===== src/rtl/wdt_pkg.sv =====
package wdt_pkg;
  typedef enum logic [1:0] {
    MODE_OFF  = 2'b00,
    MODE_CD   = 2'b01,
    MODE_WD   = 2'b10,
    MODE_OFF3 = 2'b11
  } mode_e;

  localparam logic [1:0] ADDR_CTRL = 2'd0;
  localparam logic [1:0] ADDR_SRC  = 2'd1;
  localparam logic [1:0] ADDR_VAL  = 2'd2;
  localparam logic [1:0] ADDR_STAT = 2'd3;

  localparam int STAT_CD_FLAG = 0;
  localparam int STAT_WD_FLAG = 1;
  localparam int STAT_CD_IE   = 4;
  localparam int STAT_WD_IE   = 5;
  localparam int CTRL_PULSE   = 2;
endpackage


===== src/rtl/wdt_tick_sel.sv =====
module wdt_tick_sel #(
  parameter int NUM_SRC = 5,
  parameter int SEL_W   = 3
) (
  input  logic [NUM_SRC-1:0] tick_i,
  input  logic [SEL_W-1:0]   sel_i,
  output logic               tick_o
);
  logic [NUM_SRC-1:0] hit;

  for (genvar g = 0; g < NUM_SRC; g++) begin : g_src
    assign hit[g] = tick_i[g] && (sel_i == SEL_W'(g));
  end

  // selections beyond NUM_SRC-1 never tick
  assign tick_o = |hit;
endmodule


===== src/rtl/wdt_counter.sv =====
module wdt_counter
  import wdt_pkg::*;
#(
  parameter int CNT_W = 8
) (
  input  logic             clk_i,
  input  logic             rst_ni,
  input  mode_e            mode_i,
  input  logic             tick_i,
  input  logic             load_i,
  input  logic [CNT_W-1:0] load_val_i,
  output logic [CNT_W-1:0] count_o,
  output logic             cd_evt_o,
  output logic             wd_evt_o
);
  logic [CNT_W-1:0] count_q, reload_q;
  logic             active, step, term;

  assign active = (mode_i == MODE_CD) || (mode_i == MODE_WD);
  assign step   = active && tick_i && !load_i && (count_q != '0);
  assign term   = step && (count_q == CNT_W'(1));

  always_ff @(posedge clk_i or negedge rst_ni) begin
    if (!rst_ni) begin
      count_q  <= '0;
      reload_q <= '0;
    end else if (load_i) begin
      count_q  <= load_val_i;
      reload_q <= load_val_i;
    end else if (term) begin
      count_q <= (mode_i == MODE_CD) ? reload_q : '0;
    end else if (step) begin
      count_q <= count_q - CNT_W'(1);
    end
  end

  assign count_o  = count_q;
  assign cd_evt_o = term && (mode_i == MODE_CD);
  assign wd_evt_o = term && (mode_i == MODE_WD);

  AST_LOAD_TAKES: assert property (@(posedge clk_i) disable iff (!rst_ni)
    load_i |=> count_q == $past(load_val_i));
  AST_NO_STEP_WITHOUT_TICK: assert property (@(posedge clk_i) disable iff (!rst_ni)
    (!tick_i && !load_i) |=> $stable(count_q));
  AST_CD_RELOAD: assert property (@(posedge clk_i) disable iff (!rst_ni)
    (mode_i == MODE_CD && tick_i && !load_i && count_q == CNT_W'(1))
      |=> count_q == $past(reload_q));
  AST_WD_PARK: assert property (@(posedge clk_i) disable iff (!rst_ni)
    (mode_i == MODE_WD && !load_i && count_q == '0) |=> count_q == '0);
  AST_FREEZE: assert property (@(posedge clk_i) disable iff (!rst_ni)
    (!active && !load_i) |=> $stable(count_q));
endmodule


===== src/rtl/wdt_irq_chan.sv =====
module wdt_irq_chan (
  input  logic clk_i,
  input  logic rst_ni,
  input  logic evt_i,
  input  logic clr_i,
  input  logic ie_i,
  input  logic pulse_mode_i,
  input  logic tick_i,
  output logic flag_o,
  output logic irq_o
);
  logic flag_q, pulse_q;

  always_ff @(posedge clk_i or negedge rst_ni) begin
    if (!rst_ni) begin
      flag_q  <= 1'b0;
      pulse_q <= 1'b0;
    end else begin
      if (evt_i)      flag_q <= 1'b1;  // set beats clear
      else if (clr_i) flag_q <= 1'b0;
      if (evt_i)       pulse_q <= 1'b1;
      else if (tick_i) pulse_q <= 1'b0;
    end
  end

  assign flag_o = flag_q;
  assign irq_o  = ie_i && (pulse_mode_i ? pulse_q : flag_q);

  AST_IRQ_GATED: assert property (@(posedge clk_i) disable iff (!rst_ni)
    irq_o |-> ie_i);
  AST_SET_WINS: assert property (@(posedge clk_i) disable iff (!rst_ni)
    evt_i |=> flag_o);
  AST_FLAG_HOLD: assert property (@(posedge clk_i) disable iff (!rst_ni)
    (flag_o && !clr_i) |=> flag_o);
  AST_PULSE_END: assert property (@(posedge clk_i) disable iff (!rst_ni)
    (pulse_mode_i && tick_i && !evt_i) |=> (!pulse_mode_i || !irq_o));
endmodule


===== src/rtl/tick_wdog_timer.sv =====
module tick_wdog_timer
  import wdt_pkg::*;
#(
  parameter int CNT_W   = 8,
  parameter int NUM_SRC = 5
) (
  input  logic               clk_i,
  input  logic               rst_ni,
  input  logic [1:0]         addr_i,
  input  logic               we_i,
  input  logic               re_i,
  input  logic [CNT_W-1:0]   wdata_i,
  output logic [CNT_W-1:0]   rdata_o,
  input  logic [NUM_SRC-1:0] tick_i,
  output logic               irq_cd_o,
  output logic               irq_wd_o
);
  localparam int SEL_W = (NUM_SRC > 1) ? $clog2(NUM_SRC) : 1;

  mode_e            mode_q;
  logic             pulse_sel_q, cd_ie_q, wd_ie_q;
  logic [SEL_W-1:0] src_q;
  logic             tick_sel, load, cd_evt, wd_evt;
  logic             cd_clr, wd_clr, cd_flag, wd_flag;
  logic [CNT_W-1:0] count;

  always_ff @(posedge clk_i or negedge rst_ni) begin
    if (!rst_ni) begin
      mode_q      <= MODE_OFF;
      pulse_sel_q <= 1'b0;
      src_q       <= '0;
      cd_ie_q     <= 1'b0;
      wd_ie_q     <= 1'b0;
    end else if (we_i) begin
      case (addr_i)
        ADDR_CTRL: begin
          mode_q      <= mode_e'(wdata_i[1:0]);
          pulse_sel_q <= wdata_i[CTRL_PULSE];
        end
        ADDR_SRC:  src_q <= wdata_i[SEL_W-1:0];
        ADDR_STAT: begin
          cd_ie_q <= wdata_i[STAT_CD_IE];
          wd_ie_q <= wdata_i[STAT_WD_IE];
        end
        default: ;
      endcase
    end
  end

  assign load   = we_i && (addr_i == ADDR_VAL);
  assign cd_clr = we_i && (addr_i == ADDR_STAT) && !wdata_i[STAT_CD_FLAG];
  assign wd_clr = re_i && (addr_i == ADDR_STAT);

  wdt_tick_sel #(.NUM_SRC(NUM_SRC), .SEL_W(SEL_W)) u_sel (
    .tick_i (tick_i),
    .sel_i  (src_q),
    .tick_o (tick_sel)
  );

  wdt_counter #(.CNT_W(CNT_W)) u_cnt (
    .clk_i      (clk_i),
    .rst_ni     (rst_ni),
    .mode_i     (mode_q),
    .tick_i     (tick_sel),
    .load_i     (load),
    .load_val_i (wdata_i),
    .count_o    (count),
    .cd_evt_o   (cd_evt),
    .wd_evt_o   (wd_evt)
  );

  wdt_irq_chan u_cd (
    .clk_i        (clk_i),
    .rst_ni       (rst_ni),
    .evt_i        (cd_evt),
    .clr_i        (cd_clr),
    .ie_i         (cd_ie_q),
    .pulse_mode_i (pulse_sel_q),
    .tick_i       (tick_sel),
    .flag_o       (cd_flag),
    .irq_o        (irq_cd_o)
  );

  wdt_irq_chan u_wd (
    .clk_i        (clk_i),
    .rst_ni       (rst_ni),
    .evt_i        (wd_evt),
    .clr_i        (wd_clr),
    .ie_i         (wd_ie_q),
    .pulse_mode_i (pulse_sel_q),
    .tick_i       (tick_sel),
    .flag_o       (wd_flag),
    .irq_o        (irq_wd_o)
  );

  always_comb begin
    rdata_o = '0;
    case (addr_i)
      ADDR_CTRL: begin
        rdata_o[1:0]        = mode_q;
        rdata_o[CTRL_PULSE] = pulse_sel_q;
      end
      ADDR_SRC: rdata_o[SEL_W-1:0] = src_q;
      ADDR_VAL: rdata_o = count;
      default: begin
        rdata_o[STAT_CD_FLAG] = cd_flag;
        rdata_o[STAT_WD_FLAG] = wd_flag;
        rdata_o[STAT_CD_IE]   = cd_ie_q;
        rdata_o[STAT_WD_IE]   = wd_ie_q;
      end
    endcase
  end

  AST_WD_FLAG_NO_WRITE_SET: assert property (@(posedge clk_i) disable iff (!rst_ni)
    (!wd_flag && !wd_evt) |=> !wd_flag);
  AST_WD_READ_CLEARS: assert property (@(posedge clk_i) disable iff (!rst_ni)
    (wd_clr && !wd_evt) |=> !wd_flag);
  AST_EVENTS_EXCLUSIVE: assert property (@(posedge clk_i) disable iff (!rst_ni)
    !(cd_evt && wd_evt));
endmodule


===== config.mk =====
export PLATFORM = sky130hd
export DESIGN_NAME = tick_wdog_timer
export DESIGN_NICKNAME = d
export VERILOG_FILES = /design/src/rtl/wdt_pkg.sv /design/src/rtl/wdt_tick_sel.sv /design/src/rtl/wdt_counter.sv /design/src/rtl/wdt_irq_chan.sv /design/src/rtl/tick_wdog_timer.sv
export SDC_FILE = /design/constraint.sdc
export NUM_CORES = 1
export LEC_CHECK = 0
export BUFFER_PORTS_ARGS = -buffer_cell sky130_fd_sc_hd__buf_2
export CORE_ASPECT_RATIO = 0.5
export CORE_UTILIZATION = 50
export DETAILED_ROUTE_END_ITERATION = 16
export PLACE_DENSITY = 0.72
export SETUP_SLACK_MARGIN = 0.05
export SYNTH_ARGS = -nofsm -noshare
export SYNTH_HDL_FRONTEND = slang
export SYNTH_SLANG_ARGS = --single-unit

===== constraint.sdc =====
create_clock -name clk_i -period 2.5 [get_ports clk_i]
set_clock_uncertainty 0.15 [all_clocks]
set_input_delay 0 -clock clk_i [delete_from_list [all_inputs] [get_ports clk_i]]
set_output_delay 0 -clock clk_i [all_outputs]
set_load 0.03 [all_outputs]

==> metrics <==
stage delay of the slowest cell on the critical path 0.39 ns; number of flops mapped to enable cells by yosys 0; commonest register cell after synthesis sky130_fd_sc_hd__dfrtp_1; Async S/R FF share, synth 100%; count of max-cap constraint violations 0; number of filler instances in the final layout 280; final count of pins violating max slew 0; CTS tree done; I/O Pins 29; total wire length after detailed routing 4.22 mm; leakage power figure 0.962 nW; multi-input gate area in the final layout 978 sq um; final estimated routing congestion in global placement 0.928; Cells after Synth 188; number of nets in the final layout 247; synthesized area per cell 9.26 sq um; run status finished clean; Clock Tree Root sky130_fd_sc_hd__clkbuf_8; slew at the pin with the worst max-slew slack 0.640 ns; via count of the first global-routing pass 1,409; category of the most critical setup path reg2reg; Design Power 1.84 mW; Post-CTS Repair Setup Buffers 0; total net switching power 0.728 mW; most frequent cell after synthesis sky130_fd_sc_hd__nand2_1; post-route DRC violation count 0; number of core rows 14; overall global routing resource usage 25.6%; initial core utilization 55.2%; switching share of power 39.6%; Tcrit/Tclk final 87.9%; Clock transition at path regs 0.10 ns; kind of launch point of the worst setup path flip-flop; peak-usage layer in the global routing report met1; clock latency at the later pin of the worst-skew pair 0.29 ns; remaining antenna violation count 0; Netlist Area Pre-Place 1740 sq um; n_diodes 0; initial antenna violation count 0; pin count of the biggest net entering global routing 29; share of power burned in the clock network 20.2%; path class of the lowest-slack min-delay path in2reg; category of cells accounting for the largest share of critical-path delay compound AO/OA/AOI/OAI gates; total CTS buffers 3; fraction of layout instances using a drive strength above 1 21.6%; maximum net fanout on the critical path 12; fmax 455 MHz; Critical path origin mode_q[0]; met2 track demand over resource in global routing 37.8%; design internal power 1.11 mW; clock period minus worst slack 2.20 ns; Finish-stage setup viols 0; Critical Path Sink Type flip-flop; number of DRC violations after detailed-routing iteration 0 112; final instance area 2070 sq um; worst reg2reg path startpoint mode_q[0]; vias after detailed routing 1,500; maximum level of the CTS H-tree 1; clk sinks 28; Layout area overhead 18.6%; quantity of I/O buffers inserted on ports 28; total global routing overflow 0; core outline area 3150 sq um; met3 track utilization from global routing 5.33%; max-slew headroom at the worst pin 57.3%; leading cell types by total area after synthesis sky130_fd_sc_hd__dfrtp_1 (40%), sky130_fd_sc_hd__nand2_1 (9.5%), sky130_fd_sc_hd__mux2i_1 (6.9%); synthesized net count 212; GR Util met1 39.3%; worst endpoint data arrival time 2.21 ns; number of detailed-routing iterations run before antenna repair 4; Worst Min Path Start we_i; maximum resistive drop on vdd 0.393 mV; distinct cell type count after synthesis 43; placed wire-length estimate 2.99 mm; synth warn 0; setup repair after global routing missed its margin false; combinational group share of total power 39.2%; die area 3740 sq um; first-pass GRT wire length 7.18 mm; Sequential Power Share 40.6%; footprint of the flip-flops and latches 701 sq um; detail-routed via count per cell 5.73; cell type with the highest aggregate area in the netlist sky130_fd_sc_hd__dfrtp_1; cell-by-cell trace of the critical path inv_1 -> ha_1 -> or2_2 -> o22ai_1 -> o21a_4 -> mux2i_1 -> o21ai_1; cell type of the slowest stage on the worst timing path sky130_fd_sc_hd__dfrtp_1; instance area at placement 1880 sq um; Avg WL per Cell 16.1 um; sequential fraction of the synthesis area 40.2%; commonest cells in the synthesized netlist sky130_fd_sc_hd__nand2_1 (44), sky130_fd_sc_hd__dfrtp_1 (28), sky130_fd_sc_hd__mux2i_1 (12); Max Root-Sink Buffers 2; flip-flop and latch count after synthesis 28; count of buffering cells on the critical path with inverters included 1; power density cells 890 nW/um^2; data required time at the worst endpoint 2.51 ns; fraction of post-synthesis cell area in the top cell type by area 40.2%; Final TNS setup 0 ns; final hold violation count 0; height of the die 43.7 um; Die X-Extent 85.5 um
==> cell type report <==
| cell class | instances | share of cell area [%] |
|---|---|---|
| timing repair buffer | 39 | 12.1 |
| sequential | 28 | 33.9 |
| multi-input combinational | 147 | 47.4 |
| clock buffer | 3 | 2.00 |
| clock inverter | 1 | 1.45 |
| tap | 40 | 2.42 |
| inverter | 4 | 0.727 |
==> worst reg2reg max path: stages, from the launching register on <==
cell and delay (ns):
sky130_fd_sc_hd__dfrtp_1 0.39, sky130_fd_sc_hd__inv_1 0.07, sky130_fd_sc_hd__ha_1 0.33, sky130_fd_sc_hd__or2_2 0.28, sky130_fd_sc_hd__o22ai_1 0.30, sky130_fd_sc_hd__o21a_4 0.27, sky130_fd_sc_hd__mux2i_1 0.21, sky130_fd_sc_hd__o21ai_1 0.07
==> cells in the final DEF (no fill, tap or decap), drive strengths merged, types with 2 or more instances in the layout <==
cell         instances
o211ai               2
or3                  3
nor2b                7
dfrtp               28
and2                 5
nand4                2
nor2                 7
or2                  2
clkbuf               3
xnor2                3
buf                 28
dlygate4sd3         11
o21ai               11
mux2i               12
mux4                 2
nor4b                2
nor4                 3
ha                   5
a31oi                4
nor3                 3
o31ai                3
mux2                 6
inv                  4
nand3b               2
nand2               44
nand3                7
==> flip-flops by register name, indices dropped and copies added (netlist names) <==
name            count
cd_ie_q             1
u_wd.flag_o         1
mode_q              2
u_cnt.reload_q      8
u_wd.pulse_q        1
u_cnt.count_o       8
u_cd.flag_o         1
pulse_sel_q         1
wd_ie_q             1
u_cd.pulse_q        1
src_q               3
==> metal layers <==
metal  routed length, um  vias up
met4                  21        0
met3                 283        5
met1                2180      712
met2                1740       51
li1                    -      732
met5                   0        -
==> logic make-up after synthesis <==
| logic type | after synthesis | share of synthesized area [%] |
|---|---|---|
| buffers and inverters | 13 | 4.02 |
| multiplexers | 20 | 13.4 |
| AO/OA/AOI/OAI | 28 | 11.1 |
| XOR/XNOR | 3 | 1.51 |
| flip-flops | 28 | 40.2 |
| AND/OR/NAND/NOR | 91 | 26.2 |
| adder cells (fa/ha/maj) | 5 | 3.59 |
==> timing repair <==
item                       CTS  global route
hold buffers                11             0
setup endpoints to repair    0             2
resized for setup            0             2
hold endpoints to repair    54             0
==> worst paths after layout <==
check	slack, ns	cells after the start	end
hold / removal	0.01	4	u_cd.flag_o
setup reg to reg	0.30	7	u_cnt.count_o[7]
max in group asynchronous	1.68	2	u_cnt.count_o[4]
min in group asynchronous	0.11	2	u_cnt.reload_q[1]
hold reg to reg	0.34	2	u_cd.pulse_q
setup / recovery	0.30	7	u_cnt.count_o[7]
==> power by group through the flow <==
stage / logic, mW / clock network, mW / registers (mW)
4_1_cts: 0.715 / 0.378 / 0.741
5_1_grt: 0.804 / 0.394 / 0.766
3_3_place_gp: 0.676 / 0 / 0.747
3_5_place_dp: 0.688 / 0 / 0.750
2_1_floorplan: 0.611 / 0 / 0.666
6_report: 0.720 / 0.372 / 0.746
==> through the flow <==
stage	utilization, %	hold slack, ns	setup slack, ns	std cells
after floorplan	-	-0.446	0.514	188
after global placement	59.5	-0.0994	0.389	247
after detailed placement	59.5	-0.0901	0.317	247
after CTS	65.3	0.00668	0.254	262
after global routing	65.5	0.0324	0.103	262
final	65.5	0.0102	0.303	262
(Power assumes the default switching activity.)
